File: src/rtl/ibus_pkg.sv
package ibus_pkg;

  typedef enum logic [1:0] {
    REG_MODE = 2'd0,
    REG_HI   = 2'd1,
    REG_LO   = 2'd2,
    REG_DATA = 2'd3
  } regSel_e;

  typedef enum logic [1:0] {
    RSRC_ZERO = 2'd0,
    RSRC_MODE = 2'd1,
    RSRC_MEM  = 2'd2
  } rdSrc_e;

  typedef struct packed {
    logic ldMode;
    logic softClr;
    logic ldHi;
    logic ldLo;
    logic step;
    logic memRd;
    logic memWr;
  } ctlStrb_t;

  localparam int MODE_RST_BIT = 7;
  localparam int MODE_INC_BIT = 1;
  localparam int MODE_IND_BIT = 0;
  localparam logic [7:0] MODE_LEGAL = 8'h83;

endpackage

File: src/rtl/ibus_ctl.sv
module ibus_ctl
  import ibus_pkg::*;
#(
  parameter int HOST_AW  = 3,
  parameter int WIN_BASE = 4
) (
  input  logic               clk,
  input  logic               rstN,
  input  logic               hostSel,
  input  logic               hostWe,
  input  logic [HOST_AW-1:0] hostAddr,
  input  logic [7:0]         hostWdata,
  input  logic               autoInc,
  output ctlStrb_t           strb,
  output rdSrc_e             rdSrcQ,
  output logic               rvalidQ,
  output logic               modeErrQ
);

  localparam logic [HOST_AW-1:0] BASE_V = HOST_AW'(WIN_BASE);

  logic    winHit;
  regSel_e regSel;
  logic    modeLegal;
  logic    isRead;
  logic    modeBad;
  rdSrc_e  rdSrcNext;

  assign winHit    = hostSel && (hostAddr[HOST_AW-1:2] == BASE_V[HOST_AW-1:2]);
  assign regSel    = regSel_e'(hostAddr[1:0]);
  assign modeLegal = ((hostWdata & ~MODE_LEGAL) == 8'h00);
  assign isRead    = winHit && !hostWe;
  assign modeBad   = winHit && hostWe && (regSel == REG_MODE) && !modeLegal;

  always_comb begin
    strb      = '0;
    rdSrcNext = RSRC_ZERO;
    if (winHit) begin
      unique case (regSel)
        REG_MODE: begin
          if (hostWe && modeLegal) begin
            strb.softClr = hostWdata[MODE_RST_BIT];
            strb.ldMode  = !hostWdata[MODE_RST_BIT];
          end
          rdSrcNext = RSRC_MODE;
        end
        REG_HI: strb.ldHi = hostWe;
        REG_LO: strb.ldLo = hostWe;
        REG_DATA: begin
          strb.memWr = hostWe;
          strb.memRd = !hostWe;
          strb.step  = autoInc;
          rdSrcNext  = RSRC_MEM;
        end
        default: ;
      endcase
    end
  end

  always_ff @(posedge clk) begin
    if (!rstN) begin
      rvalidQ  <= 1'b0;
      modeErrQ <= 1'b0;
      rdSrcQ   <= RSRC_ZERO;
    end else begin
      rvalidQ  <= isRead;
      modeErrQ <= modeBad;
      rdSrcQ   <= isRead ? rdSrcNext : RSRC_ZERO;
    end
  end

endmodule

File: src/rtl/ibus_dp.sv
module ibus_dp
  import ibus_pkg::*;
#(
  parameter int PTR_W = 15
) (
  input  logic             clk,
  input  logic             rstN,
  input  ctlStrb_t         strb,
  input  rdSrc_e           rdSrcQ,
  input  logic [7:0]       hostWdata,
  input  logic [7:0]       memRdata,
  output logic [PTR_W-1:0] ptrQ,
  output logic             autoInc,
  output logic [7:0]       rdData
);

  localparam int HI_W = PTR_W - 8;

  logic [1:0] modeQ;
  logic [7:0] modeByte;

  always_ff @(posedge clk) begin
    if (!rstN || strb.softClr) begin
      modeQ <= '0;
    end else if (strb.ldMode) begin
      modeQ <= {hostWdata[MODE_INC_BIT], hostWdata[MODE_IND_BIT]};
    end
  end

  always_ff @(posedge clk) begin
    if (!rstN || strb.softClr) begin
      ptrQ <= '0;
    end else if (strb.ldHi) begin
      ptrQ[PTR_W-1:8] <= hostWdata[HI_W-1:0];
    end else if (strb.ldLo) begin
      ptrQ[7:0] <= hostWdata;
    end else if (strb.step) begin
      ptrQ <= ptrQ + 1'b1;
    end
  end

  assign autoInc = modeQ[1];

  always_comb begin
    modeByte = 8'h00;
    modeByte[MODE_INC_BIT] = modeQ[1];
    modeByte[MODE_IND_BIT] = modeQ[0];
  end

  always_comb begin
    unique case (rdSrcQ)
      RSRC_MODE: rdData = modeByte;
      RSRC_MEM:  rdData = memRdata;
      default:   rdData = 8'h00;
    endcase
  end

endmodule

File: src/rtl/ibus_host_port.sv
module ibus_host_port
  import ibus_pkg::*;
#(
  parameter int HOST_AW  = 3,
  parameter int WIN_BASE = 4,
  parameter int PTR_W    = 15
) (
  input  logic               clk,
  input  logic               rstN,
  input  logic               hostSel,
  input  logic               hostWe,
  input  logic [HOST_AW-1:0] hostAddr,
  input  logic [7:0]         hostWdata,
  output logic [7:0]         hostRdata,
  output logic               hostRvalid,
  output logic               modeErr,
  output logic [PTR_W-1:0]   memAddr,
  output logic               memWe,
  output logic               memRe,
  output logic [7:0]         memWdata,
  input  logic [7:0]         memRdata
);

  ctlStrb_t strb;
  rdSrc_e   rdSrcQ;
  logic     autoInc;

  ibus_ctl #(.HOST_AW(HOST_AW), .WIN_BASE(WIN_BASE)) uCtl (
    .clk(clk), .rstN(rstN), .hostSel(hostSel), .hostWe(hostWe),
    .hostAddr(hostAddr), .hostWdata(hostWdata), .autoInc(autoInc),
    .strb(strb), .rdSrcQ(rdSrcQ), .rvalidQ(hostRvalid), .modeErrQ(modeErr)
  );

  ibus_dp #(.PTR_W(PTR_W)) uDp (
    .clk(clk), .rstN(rstN), .strb(strb), .rdSrcQ(rdSrcQ),
    .hostWdata(hostWdata), .memRdata(memRdata), .ptrQ(memAddr),
    .autoInc(autoInc), .rdData(hostRdata)
  );

  assign memWe    = strb.memWr;
  assign memRe    = strb.memRd;
  assign memWdata = hostWdata;

endmodule

File: config.mk
export PLATFORM = sky130hd
export DESIGN_NAME = ibus_host_port
export DESIGN_NICKNAME = d
export VERILOG_FILES = /design/src/rtl/ibus_pkg.sv /design/src/rtl/ibus_ctl.sv /design/src/rtl/ibus_dp.sv /design/src/rtl/ibus_host_port.sv
export SDC_FILE = /design/constraint.sdc
export NUM_CORES = 1
export LEC_CHECK = 0
export BUFFER_PORTS_ARGS = -buffer_cell sky130_fd_sc_hd__buf_2
export CAP_MARGIN = 20
export CORE_ASPECT_RATIO = 0.8
export CORE_MARGIN = 8
export CORE_UTILIZATION = 40
export DETAILED_ROUTE_END_ITERATION = 16
export PLACE_DENSITY = 0.69
export SLEW_MARGIN = 10
export SYNTH_ARGS = -nofsm -noshare
export SYNTH_HDL_FRONTEND = slang
export SYNTH_SLANG_ARGS = --single-unit
File: constraint.sdc
create_clock -name clk -period 3.6 [get_ports clk]
set_input_delay 0.36 -clock clk [delete_from_list [all_inputs] [get_ports clk]]
set_output_delay 0.36 -clock clk [all_outputs]
set_load 0.01 [all_outputs]
Word-level counts from Yosys, hierarchy flattened

Index checks and enable logic that the tools add are counted.

Add/sub/neg operators: 1
Equality and inequality tests: 6
Multiplexer cells: 12
Bitwise gates (word level): 1
Reductions and logical operators: 18

Operators by type and width:

| operator                                                        | count |
|---|---|
| 7-bit 2-to-1 mux                                                | 3 |
| 8-bit one-hot mux with 2 select lines                           | 1 |
| 15-bit by 1-bit adder with 15-bit output, second input constant | 1 |
| 15-bit 2-to-1 mux                                               | 1 |
| 8-bit zero test                                                 | 1 |
| 8-bit 2-to-1 mux                                                | 1 |
| 2-bit == test, second input constant                            | 3 |
| 1-bit logical AND                                               | 6 |
| 2-bit by 1-bit == test with 1-bit output, second input constant | 2 |
| 1-bit zero test                                                 | 4 |
| 2-bit 2-to-1 mux                                                | 2 |
| 2-bit one-hot mux with 2 select lines                           | 1 |
| 2-bit AND reduction                                             | 2 |
| 2-bit nonzero test                                              | 2 |
| 3-bit 2-to-1 mux                                                | 1 |
| 3-bit AND reduction                                             | 1 |
| 2-bit zero test                                                 | 1 |
| 1-bit 2-to-1 mux                                                | 2 |
| 2-bit by 1-bit != test with 1-bit output, second input constant | 1 |
| 1-bit logical OR                                                | 1 |
| 1-bit NOT                                                       | 1 |

Register bits after elaboration: 21
Word-level logic and storage cells: 44

Logic depth before layout (Yosys ltp)

Word-level depth: 8
Gate-level depth with buffers: 6

Modules after synthesis

From an unflattened synthesis, not the netlist that was laid out.

Cell total of the unflattened synthesis: 170
Area total of the unflattened synthesis: 1393.8 um^2

Modules (own cells, without submodules):

| module         | instances | cells an instance | area an instance (um^2) |
|---|---|---|---|
| ibus_dp        | 1         | 137               | 1127.3 |
| ibus_ctl       | 1         | 25                | 206.4 |
| ibus_host_port | 1         | 8                 | 60.1 |

Least setup slack after synthesis

No wires, ideal clock.

Path kind: register to register
From: reg uDp.ptrQ[0]
To: reg uDp.ptrQ[10]
Library setup time: 0.074 ns
Arrival time: 1.671 ns
Required time: 3.526 ns
Setup slack: 1.855 ns
Stages on the path, launching flop included: 6
Buffers on the path: 0
Clock period less this slack: 1.745 ns
Path through: dfxtp_1 > ha_1 > and3_1 > nand3_1 > or4_2 > a31oi_1

Word-level cells in the longest chain between the ends: 4

Ends and longest elaborated chain:

| what                                     | RTL line      | source |
|---|---|---|
| start, declared                          | ibus_dp.sv:12 | `output logic [PTR_W-1:0] ptrQ,` |
| start signal, assigned by index          | ibus_dp.sv:34 | `ptrQ[PTR_W-1:8] <= hostWdata[HI_W-1:0];` |
| start signal, assigned                   | ibus_dp.sv:36 | `ptrQ[7:0] <= hostWdata;` |
| start signal, assigned                   | ibus_dp.sv:38 | `ptrQ <= ptrQ + 1'b1;` |
| 15-bit by 1-bit adder with 15-bit output | ibus_dp.sv:38 |  |
| 15-bit 2-to-1 mux                        | ibus_dp.sv:37 | `end else if (strb.step) begin` |
| 7-bit 2-to-1 mux                         | ibus_dp.sv:35 | `end else if (strb.ldLo) begin` |
| 7-bit 2-to-1 mux                         | ibus_dp.sv:33 | `end else if (strb.ldHi) begin` |

No other way between the ends. The select of a mux whose other input is x is not followed.
A chain may end at the register's enable or synchronous reset.

Final worst setup path

Same ends and word-level chain as after synthesis.

==> reports/metrics.csv <==
metric,value,unit
Placeable Area,3450,um2
Sink Count,21,
Cell variety after synth,43,
WP data required,3.80,ns
CTS hold repair buffers,0,
Tightest Hold Check Type,in2reg,
H-tree depth,1,
Mapped Nets,212,
Reg2Reg Setup Slack,1.71,ns
RR Endpoint,uDp.ptrQ[10],
Leakage,0.000714,uW
DRT Pass-1 Iters,5,
CP max FO,6,
slew margin rel.,0.484,
vias in the first global route,1513,
hold_sp,hostWdata[0],
IO Count,58,
Worst Hold Path Cells,3,
CTS resizes,0,
run status,"finished, final reports clean",
Critical R2R Launch,uDp.ptrQ[0],
Port Buf Inserts,57,
drc violations,0,
worst r2r path cells,5,
Post-synth EDFFs,0,
ys async rst share,0,
Power Dens Cells,284,nW/um2
number of diodes,0,
Tmin final,1.89,ns
Die W,83.1,um
fin. max-slew vios,0,
Vias/cell,5.87,
most frequent cell after synthesis,dfxtp_1,
CTS tree,done,
synthesis-stage register bit count,21,
Layout area overhead,20.7,%
Die Area,5790,um2
CTS Buffer Depth,2,
Post-Syn Instances,186,
"Seq/Total Area, Yosys",0.292,
slowest CP cell,or4_2,
Num CTS Buffers,3,
critical path's largest stage delay,0.58,ns
Setup-failing EPs final,0,
crit-path cells,ha_1 > and3_1 > nand3_1 > or4_2 > a31oi_1,
Final ANT Viol Nets,0,
setup bufs post-CTS,0,
CTS Root Cell,clkbuf_8,
Worst-Margin Slew,0.772,ns
GRT overflow,0,
row count,19,
via count,1609,
Starting DRT DRC Count,212,
setup TNS,0,ns
Max-cap violations,0,
crit-path leading delay family,simple AND/OR/NAND/NOR gates,
final worst path period share,0.525,
Die H,69.7,um
first-pass GRT wire length,7750,um
commonest cells in the netlist,"dfxtp_1, nand3_1, a21oi_1",
top-area cell type share of the netlist area,0.292,
RePlAce Congestion,0.930,
DRT Wirelength,4710,um
clk slew on worst S/H paths,0.08,ns
Starting Density,0.418,
Final Hold Fails,0,
largest net degree at the start of global routing,16,
worst-skew pair later-pin latency,0.27,ns
fmax,0.529,GHz
GRT Overall Usage,0.156,
largest area contributor in the netlist,dfxtp_1,
Synth area leaders,"dfxtp_1, nand3_1, a22oi_1",
syn avg cell area,7.74,um2
WL/cell,17.2,um
share of cells above drive strength 1,0.302,
Setup crit end kind,flop,
Buffers & Inverters on Critical Path,0,
Setup crit start kind,flop,
final net count,259,
commonest register cell after synthesis,dfxtp_1,
initial antenna violation count,0,
Hold EP,uDp.ptrQ[0],
Ys Warns,0,
Max IR drop VDD,0.244,mV
dpl cells,270,
RSZ-0062 raised after global routing,no,
Setup Skew,0.00594,ns
final non-filler cell total,274,
HPWL after DPL,3640,um
CP Class,reg2reg,
mapped cell area,1440,um2
Critical Path AT,2.09,ns
## stage by stage
step | hold WS, ns | power, uW | util | cell area, um2 | worst slack, ns
6_report | 0.364 | 493 | 0.504 | 1740 | 1.71
5_1_grt | 0.371 | 523 | 0.504 | 1740 | 1.55
4_1_cts | 0.356 | 497 | 0.504 | 1740 | 1.74
3_5_place_dp | 0.524 | 339 | 0.491 | 1690 | 1.60
3_3_place_gp | 0.516 | 339 | 0.491 | 1690 | 1.64
2_1_floorplan | 0.476 | 305 | - | 1440 | 1.85
## flip-flops by register name, summed over array words and instances (netlist names)
name           cells
uDp.ptrQ          15
uCtl.rdSrcQ        2
uDp.modeQ          2
uCtl.modeErrQ      1
uCtl.rvalidQ       1
## layout by cell type (no fill, tap or decap), types with 4 or more instances in the layout
| cell type | synthesis | layout |
|---|---|---|
| a31oi_1 | 5 | 5 |
| buf_2 | 3 | 57 |
| dfxtp_1 | 21 | 21 |
| inv_1 | 6 | 6 |
| nand2_1 | 10 | 10 |
| nand3_1 | 19 | 19 |
| or3_1 | 4 | 4 |
| and3_1 | 6 | 6 |
| nor2_1 | 10 | 10 |
| and2_1 | 8 | 8 |
| a21oi_1 | 11 | 11 |
| o21ai_0 | 10 | 10 |
| o211ai_1 | 4 | 4 |
| nand4_1 | 6 | 6 |
| a22oi_1 | 8 | 8 |
## metal layers
metal / part of all wire / wire length, um / track usage
met3: 0.097 / 456 / 0.0575
met1: 0.47 / 2200 / 0.216
met5: 0 / 0 / 0
met2: 0.43 / 2030 / 0.223
met4: 0.0072 / 34 / 0.0272
## worst min-delay path: cells and delay by family
family | cells | cell delay (ns)
compound gates | 1 | 0.05
buf+inv | 1 | 0.12
simple gates | 1 | 0.05
## cell type report
class / count / area (um2)
inverters: 6 / 22.5
clock inverters: 1 / 5.00
flip-flops and latches: 21 / 420
multi-input cells: 143 / 903
clock buffers: 3 / 41.3
repair buffers: 58 / 293
well taps: 42 / 52.6
fillers: 348 / 1710
## report_power, final
part	internal [uW]	total, uW	switching (uW)
combinational	34.3	81.9	47.5
sequential	241	252	11.1
clock	77.3	159	82.0
total	352	493	141
## worst max-delay path by stage
stage | startpoint | endpoint | slack (ns) | depth (start not counted)
detailed placement | hostWe | uDp.ptrQ[8] | 1.60 | 6
CTS | uDp.ptrQ[0] | uDp.ptrQ[10] | 1.74 | 5
global placement | hostWe | uDp.ptrQ[8] | 1.64 | 6
floorplan | uDp.ptrQ[0] | uDp.ptrQ[10] | 1.85 | 5
global route | uDp.ptrQ[0] | uDp.ptrQ[10] | 1.55 | 5
finish | uDp.ptrQ[0] | uDp.ptrQ[10] | 1.71 | 5
## logic make-up (layout without fill, tap and decap cells)
group | after synthesis | count (layout) | synth area share
multiplexers | 4 | 4 | 0.0295
adder cells (fa/ha/maj) | 3 | 3 | 0.0261
AO/OA/AOI/OAI | 56 | 56 | 0.265
buffers and inverters | 22 | 68 | 0.0808
AND/OR/NAND/NOR | 80 | 80 | 0.307
flip-flops | 21 | 21 | 0.292
No activity file was read; power rests on OpenSTA's default activity.
